### src/rtl/osc_suspend_ctl.sv
module osc_suspend_ctl #(
  parameter logic [7:0] CTRL_ADDR = 8'hB2,
  parameter logic [7:0] CAL_ADDR  = 8'hBF,
  parameter int SUSP_BIT = 5,
  parameter int ERR_BIT  = 6,
  parameter int ACK_BIT  = 0,
  parameter int INV_BIT  = 1,
  parameter int N_PORT   = 3,
  parameter int N_CMP    = 2
) (
  input  logic              clk,
  input  logic              rst_n,
  input  logic [7:0]        trim_init,
  input  logic              wr_en,
  input  logic [7:0]        wr_addr,
  input  logic [7:0]        wr_data,
  input  logic [7:0]        rd_addr,
  output logic [7:0]        rd_data,
  input  logic              pll_selected,
  input  logic [N_PORT-1:0] port_match,
  input  logic [N_CMP-1:0]  cmp_en,
  input  logic [N_CMP-1:0]  cmp_out,
  output logic              clk_en,
  output logic              suspended,
  output logic              pll_invalid,
  output logic [7:0]        cal_value
);
  localparam int NW = N_PORT + N_CMP;

  logic [NW-1:0] wake_raw, sync1, sync2;
  logic susp_q, err_q, inv_q;
  logic [7:0] cal_q;

  assign wake_raw = {cmp_en & ~cmp_out, port_match};

  wire ctrl_wr  = wr_en && (wr_addr == CTRL_ADDR);
  wire susp_req = ctrl_wr && wr_data[SUSP_BIT] && !susp_q;
  wire accept   = susp_req && !pll_selected;
  wire refuse   = susp_req && pll_selected;
  wire wake_hit = susp_q && (|sync2);

  always_ff @(posedge clk) begin
    if (!rst_n) begin
      sync1 <= '0;
      sync2 <= '0;
    end else begin
      sync1 <= wake_raw;
      sync2 <= sync1;
    end
  end

  always_ff @(posedge clk) begin
    if (!rst_n) begin
      susp_q <= 1'b0;
      err_q  <= 1'b0;
      inv_q  <= 1'b0;
      cal_q  <= trim_init;
    end else begin
      if (accept)        susp_q <= 1'b1;
      else if (wake_hit) susp_q <= 1'b0;

      if (refuse)                          err_q <= 1'b1;
      else if (ctrl_wr && wr_data[ERR_BIT]) err_q <= 1'b0;

      if (wake_hit)                         inv_q <= 1'b1;
      else if (ctrl_wr && wr_data[ACK_BIT]) inv_q <= 1'b0;

      if (wr_en && wr_addr == CAL_ADDR) cal_q <= wr_data;
    end
  end

  assign suspended   = susp_q;
  assign clk_en      = ~susp_q;
  assign pll_invalid = inv_q;
  assign cal_value   = cal_q;

  always_comb begin
    rd_data = '0;
    if (rd_addr == CTRL_ADDR) begin
      rd_data[SUSP_BIT] = susp_q;
      rd_data[ERR_BIT]  = err_q;
      rd_data[INV_BIT]  = inv_q;
    end else if (rd_addr == CAL_ADDR) begin
      rd_data = cal_q;
    end
  end


  susp_enter_chk: assert property (@(posedge clk) disable iff (!rst_n)
    (wr_en && wr_addr == CTRL_ADDR && wr_data[SUSP_BIT] && !pll_selected && !suspended)
    |=> (suspended && !clk_en));


  pll_block_chk: assert property (@(posedge clk) disable iff (!rst_n)
    (wr_en && wr_addr == CTRL_ADDR && wr_data[SUSP_BIT] && pll_selected && !suspended)
    |=> (!suspended && rd_data_err_ok));


  wake_exit_chk: assert property (@(posedge clk) disable iff (!rst_n)
    (suspended && (|sync2)) |=> (!suspended && clk_en && pll_invalid));


  inv_hold_chk: assert property (@(posedge clk) disable iff (!rst_n)
    (pll_invalid && !(wr_en && wr_addr == CTRL_ADDR && wr_data[ACK_BIT])) |=> pll_invalid);


  inv_rise_chk: assert property (@(posedge clk) disable iff (!rst_n)
    $rose(pll_invalid) |-> $fell(suspended));

  wire rd_data_err_ok = err_q;
endmodule

### config.mk
export PLATFORM = sky130hd
export DESIGN_NAME = osc_suspend_ctl
export DESIGN_NICKNAME = d
export VERILOG_FILES = /design/src/rtl/osc_suspend_ctl.sv
export SDC_FILE = /design/constraint.sdc
export NUM_CORES = 1
export LEC_CHECK = 0
export BUFFER_PORTS_ARGS = -buffer_cell sky130_fd_sc_hd__buf_4
export CORE_UTILIZATION = 40
export CTS_BUF_LIST = sky130_fd_sc_hd__clkbuf_16
export DETAILED_ROUTE_END_ITERATION = 10
export PLACE_DENSITY = 0.78
export SYNTH_ARGS = -nofsm -noshare
export SYNTH_HDL_FRONTEND = slang
export SYNTH_SLANG_ARGS = --single-unit
### constraint.sdc
create_clock -name clk -period 1.6 [get_ports clk]
set_input_delay 0 -clock clk [delete_from_list [all_inputs] [get_ports clk]]
set_output_delay 0 -clock clk [all_outputs]
set_load 0.01 [all_outputs]
==> flow_summary.json <==
{
  "antenna_found_initial": 0,
  "ff2ff_path_depth": 3,
  "ant_nets": 0,
  "tns_ns": 0,
  "cts_hold_buf": 7,
  "clk_latency_ns": 0.25,
  "clk_pin_slew_ns": 0.06,
  "pwr-share-comb": 0.146,
  "drc": 0,
  "core-area_um2": 2040,
  "switching_power_mw": 0.257,
  "start_kind": "register",
  "reg2reg_slack_ns": 0.38,
  "finalCriticalPeriod_ns": 1.22,
  "dp_slack_ns": 0.368,
  "cts_resized": 0,
  "synthAdderAreaFrac": 0,
  "crit_path_max_fanout": 2,
  "portBuffers": 61,
  "die_w_um": 49.7,
  "cts_root_buf": "clkbuf_16",
  "cp_data_arrival_time_ns": 1.35,
  "final_util": 0.763,
  "synth-xor-area-share": 0,
  "drt-total-wl_um": 2290,
  "dpl-instance-area_um2": 1410,
  "finalSetupViolCount": 0,
  "grt_pass1_wl_um": 3760,
  "grt_max_degree": 23,
  "synth_top_family_by_area": "simple AND/OR/NAND/NOR gates",
  "routedWlPerCell_um": 12.8,
  "cts_tree": "yes",
  "postLayoutSetupSlackWorst_ns": 0.376,
  "die_y_um": 49.7,
  "finalClockSkew_ns": 0.00305,
  "critPathRequiredTime_ns": 1.73,
  "power_frac_seq": 0.461,
  "cts.sinks": 21,
  "yosys-top-cells-area": "dfxtp_1 (29%), edfxtp_1 (26%), and2_1 (9.0%), mux2_1 (8.7%), a22oi_1 (2.5%)",
  "drv_cap": 0,
  "peakVddDrop_mv": 0.830,
  "fin_crit_sh": 0.765,
  "tightest_slew_ns": 0.305,
  "slew_viol_final": 0,
  "p_sw_frac": 0.197,
  "seqCellArea_um2": 500,
  "power_frac_clock": 0.393,
  "initial_utilization": 0.445,
  "rsz0062_at_grt": "no",
  "yosysTopAreaCell": "dfxtp_1",
  "whs_path_depth": 2,
  "synth_compound_gate_area_share": 0.0799,
  "n_antenna_cell": 0,
  "vias": 883,
  "drive_above_1_share": 0.454,
  "finish.instance_area_um2": 1560,
  "status": "finished clean",
  "synth_seq_area_share": 0.551,
  "grt_pass1_vias": 880,
  "htreeDepth": 1,
  "drt_iter0_drc": 6,
  "fmax_mhz": 817,
  "grt.total_usage": 0.200,
  "leakage_nw": 0.696,
  "syn_area_um2": 908,
  "synth_mux_area_frac": 0.0992,
  "areaGrowthSynthToFinish_pct": 71.5,
  "overflow": 0,
  "vias_per_cell": 4.93,
  "firstDrtPassIters": 4,
  "postCtsSetupBuffers": 0,
  "avgSynthCellArea_um2": 11.4,
  "synth_seq_cells": 21,
  "numCtsBuffers": 3,
  "cp-end-kind": "register",
  "fin_nets": 196,
  "internal_power_mw": 1.05,
  "power.density_nw_per_um2": 839,
  "dieArea_um2": 2470,
  "syn_nets": 123,
  "clk_path_buf_depth": 2,
  "synth_cells": 80,
  "dp_cells": 168,
  "multi_input_area_um2": 397,
  "row_count": 16,
  "relSlewSlack": 0.795,
  "io_pins": 62,
  "yosysWarnings": 0,
  "nFillCells": 155,
  "hp-class": "in2reg",
  "yosys.area_share.simple": 0.258,
  "layoutNonFillerInstCount": 179,
  "netlist.area_leader.share": 0.287,
  "dpl.hpwl_um": 1740,
  "gp_congestion": 0.686,
  "hold_viol": 0,
  "synth_cell_type_count": 29,
  "path_class": "reg2reg"
}
==> cell usage in the layout, fill, tap and decap left out, types with 3 or more instances in the layout <==
master	instances
buf_4	63
and2_1	13
dfxtp_1	13
edfxtp_1	8
mux2_1	7
dlygate4sd3_1	7
nor2_1	5
a22oi_1	3
o31ai_1	3
clkbuf_16	3
==> kinds of logic after synthesis <==
logic type / after synthesis
flops: 21
compound gates: 10
buf+inv: 3
mux: 8
simple gates: 38
==> registers in the layout, summed over array words and instances (netlist names) <==
signal,cells
cal_value,8
sync1,5
sync2,5
err_q,1
pll_invalid,1
suspended,1
==> worst max-delay path, cell delays in order (launching register included) <==
cell and delay [ns]:
dfxtp_1 0.29, or4_1 0.55, o21ai_0 0.17, a21boi_1 0.09
==> cells in the mapped netlist <==
cell type,number
o31ai_1,3
nor3_1,2
or3b_1,1
mux2_2,1
buf_1,1
nor4_1,1
nand3b_1,1
nand3_1,2
o21ai_0,1
and4_1,1
nor2b_1,1
dfxtp_1,13
a22oi_1,3
clkbuf_1,1
and3_1,1
nor2_1,5
nand2_1,2
and2_1,13
nand2_2,1
or3_1,1
inv_1,1
nand4b_1,1
a21boi_1,2
mux2_1,7
or4b_1,2
and2_0,1
edfxtp_1,8
o21a_1,1
or4_1,2
==> metal layers <==
layer	wire [um]	vias up	global-route usage
li1	-	437	-
met1	923	402	0.211
met2	1160	42	0.385
met3	194	2	0.0556
met4	6	0	0.0429
met5	0	-	0
==> metrics by stage <==
step           hold WS [ns]  power [mW]
2_1_floorplan        0.0720       0.665
3_3_place_gp          0.155       0.787
3_5_place_dp          0.159       0.792
4_1_cts              0.0368        1.31
5_1_grt              0.0471        1.36
6_report             0.0342        1.31
==> final cells by class <==
type                       count  area share
clock buffer                   3      0.0482
clock inverter                 1     0.00321
inverter                       1     0.00241
multi-input combinational     56       0.255
sequential                    21       0.321
tap                           27      0.0217
timing repair buffer          70       0.349
==> power groups by stage <==
| stage | registers (mW) | logic (mW) | clock network (mW) |
|---|---|---|---|
| after floorplan | 0.619 | 0.0461 | 0 |
| after global placement | 0.612 | 0.174 | 0 |
| after detailed placement | 0.613 | 0.179 | 0 |
| after CTS | 0.602 | 0.192 | 0.521 |
| after global routing | 0.604 | 0.208 | 0.543 |
| final | 0.602 | 0.191 | 0.514 |
==> path summary, 6_finish.rpt <==
check / startpoint / end
worst max-delay path: sync2[0] / pll_invalid
worst min-delay path: trim_init[7] / cal_value[7]
worst max register to register: sync2[0] / pll_invalid
worst min register to register: sync1[1] / sync2[1]
No activity file was read; power rests on OpenSTA's default activity.
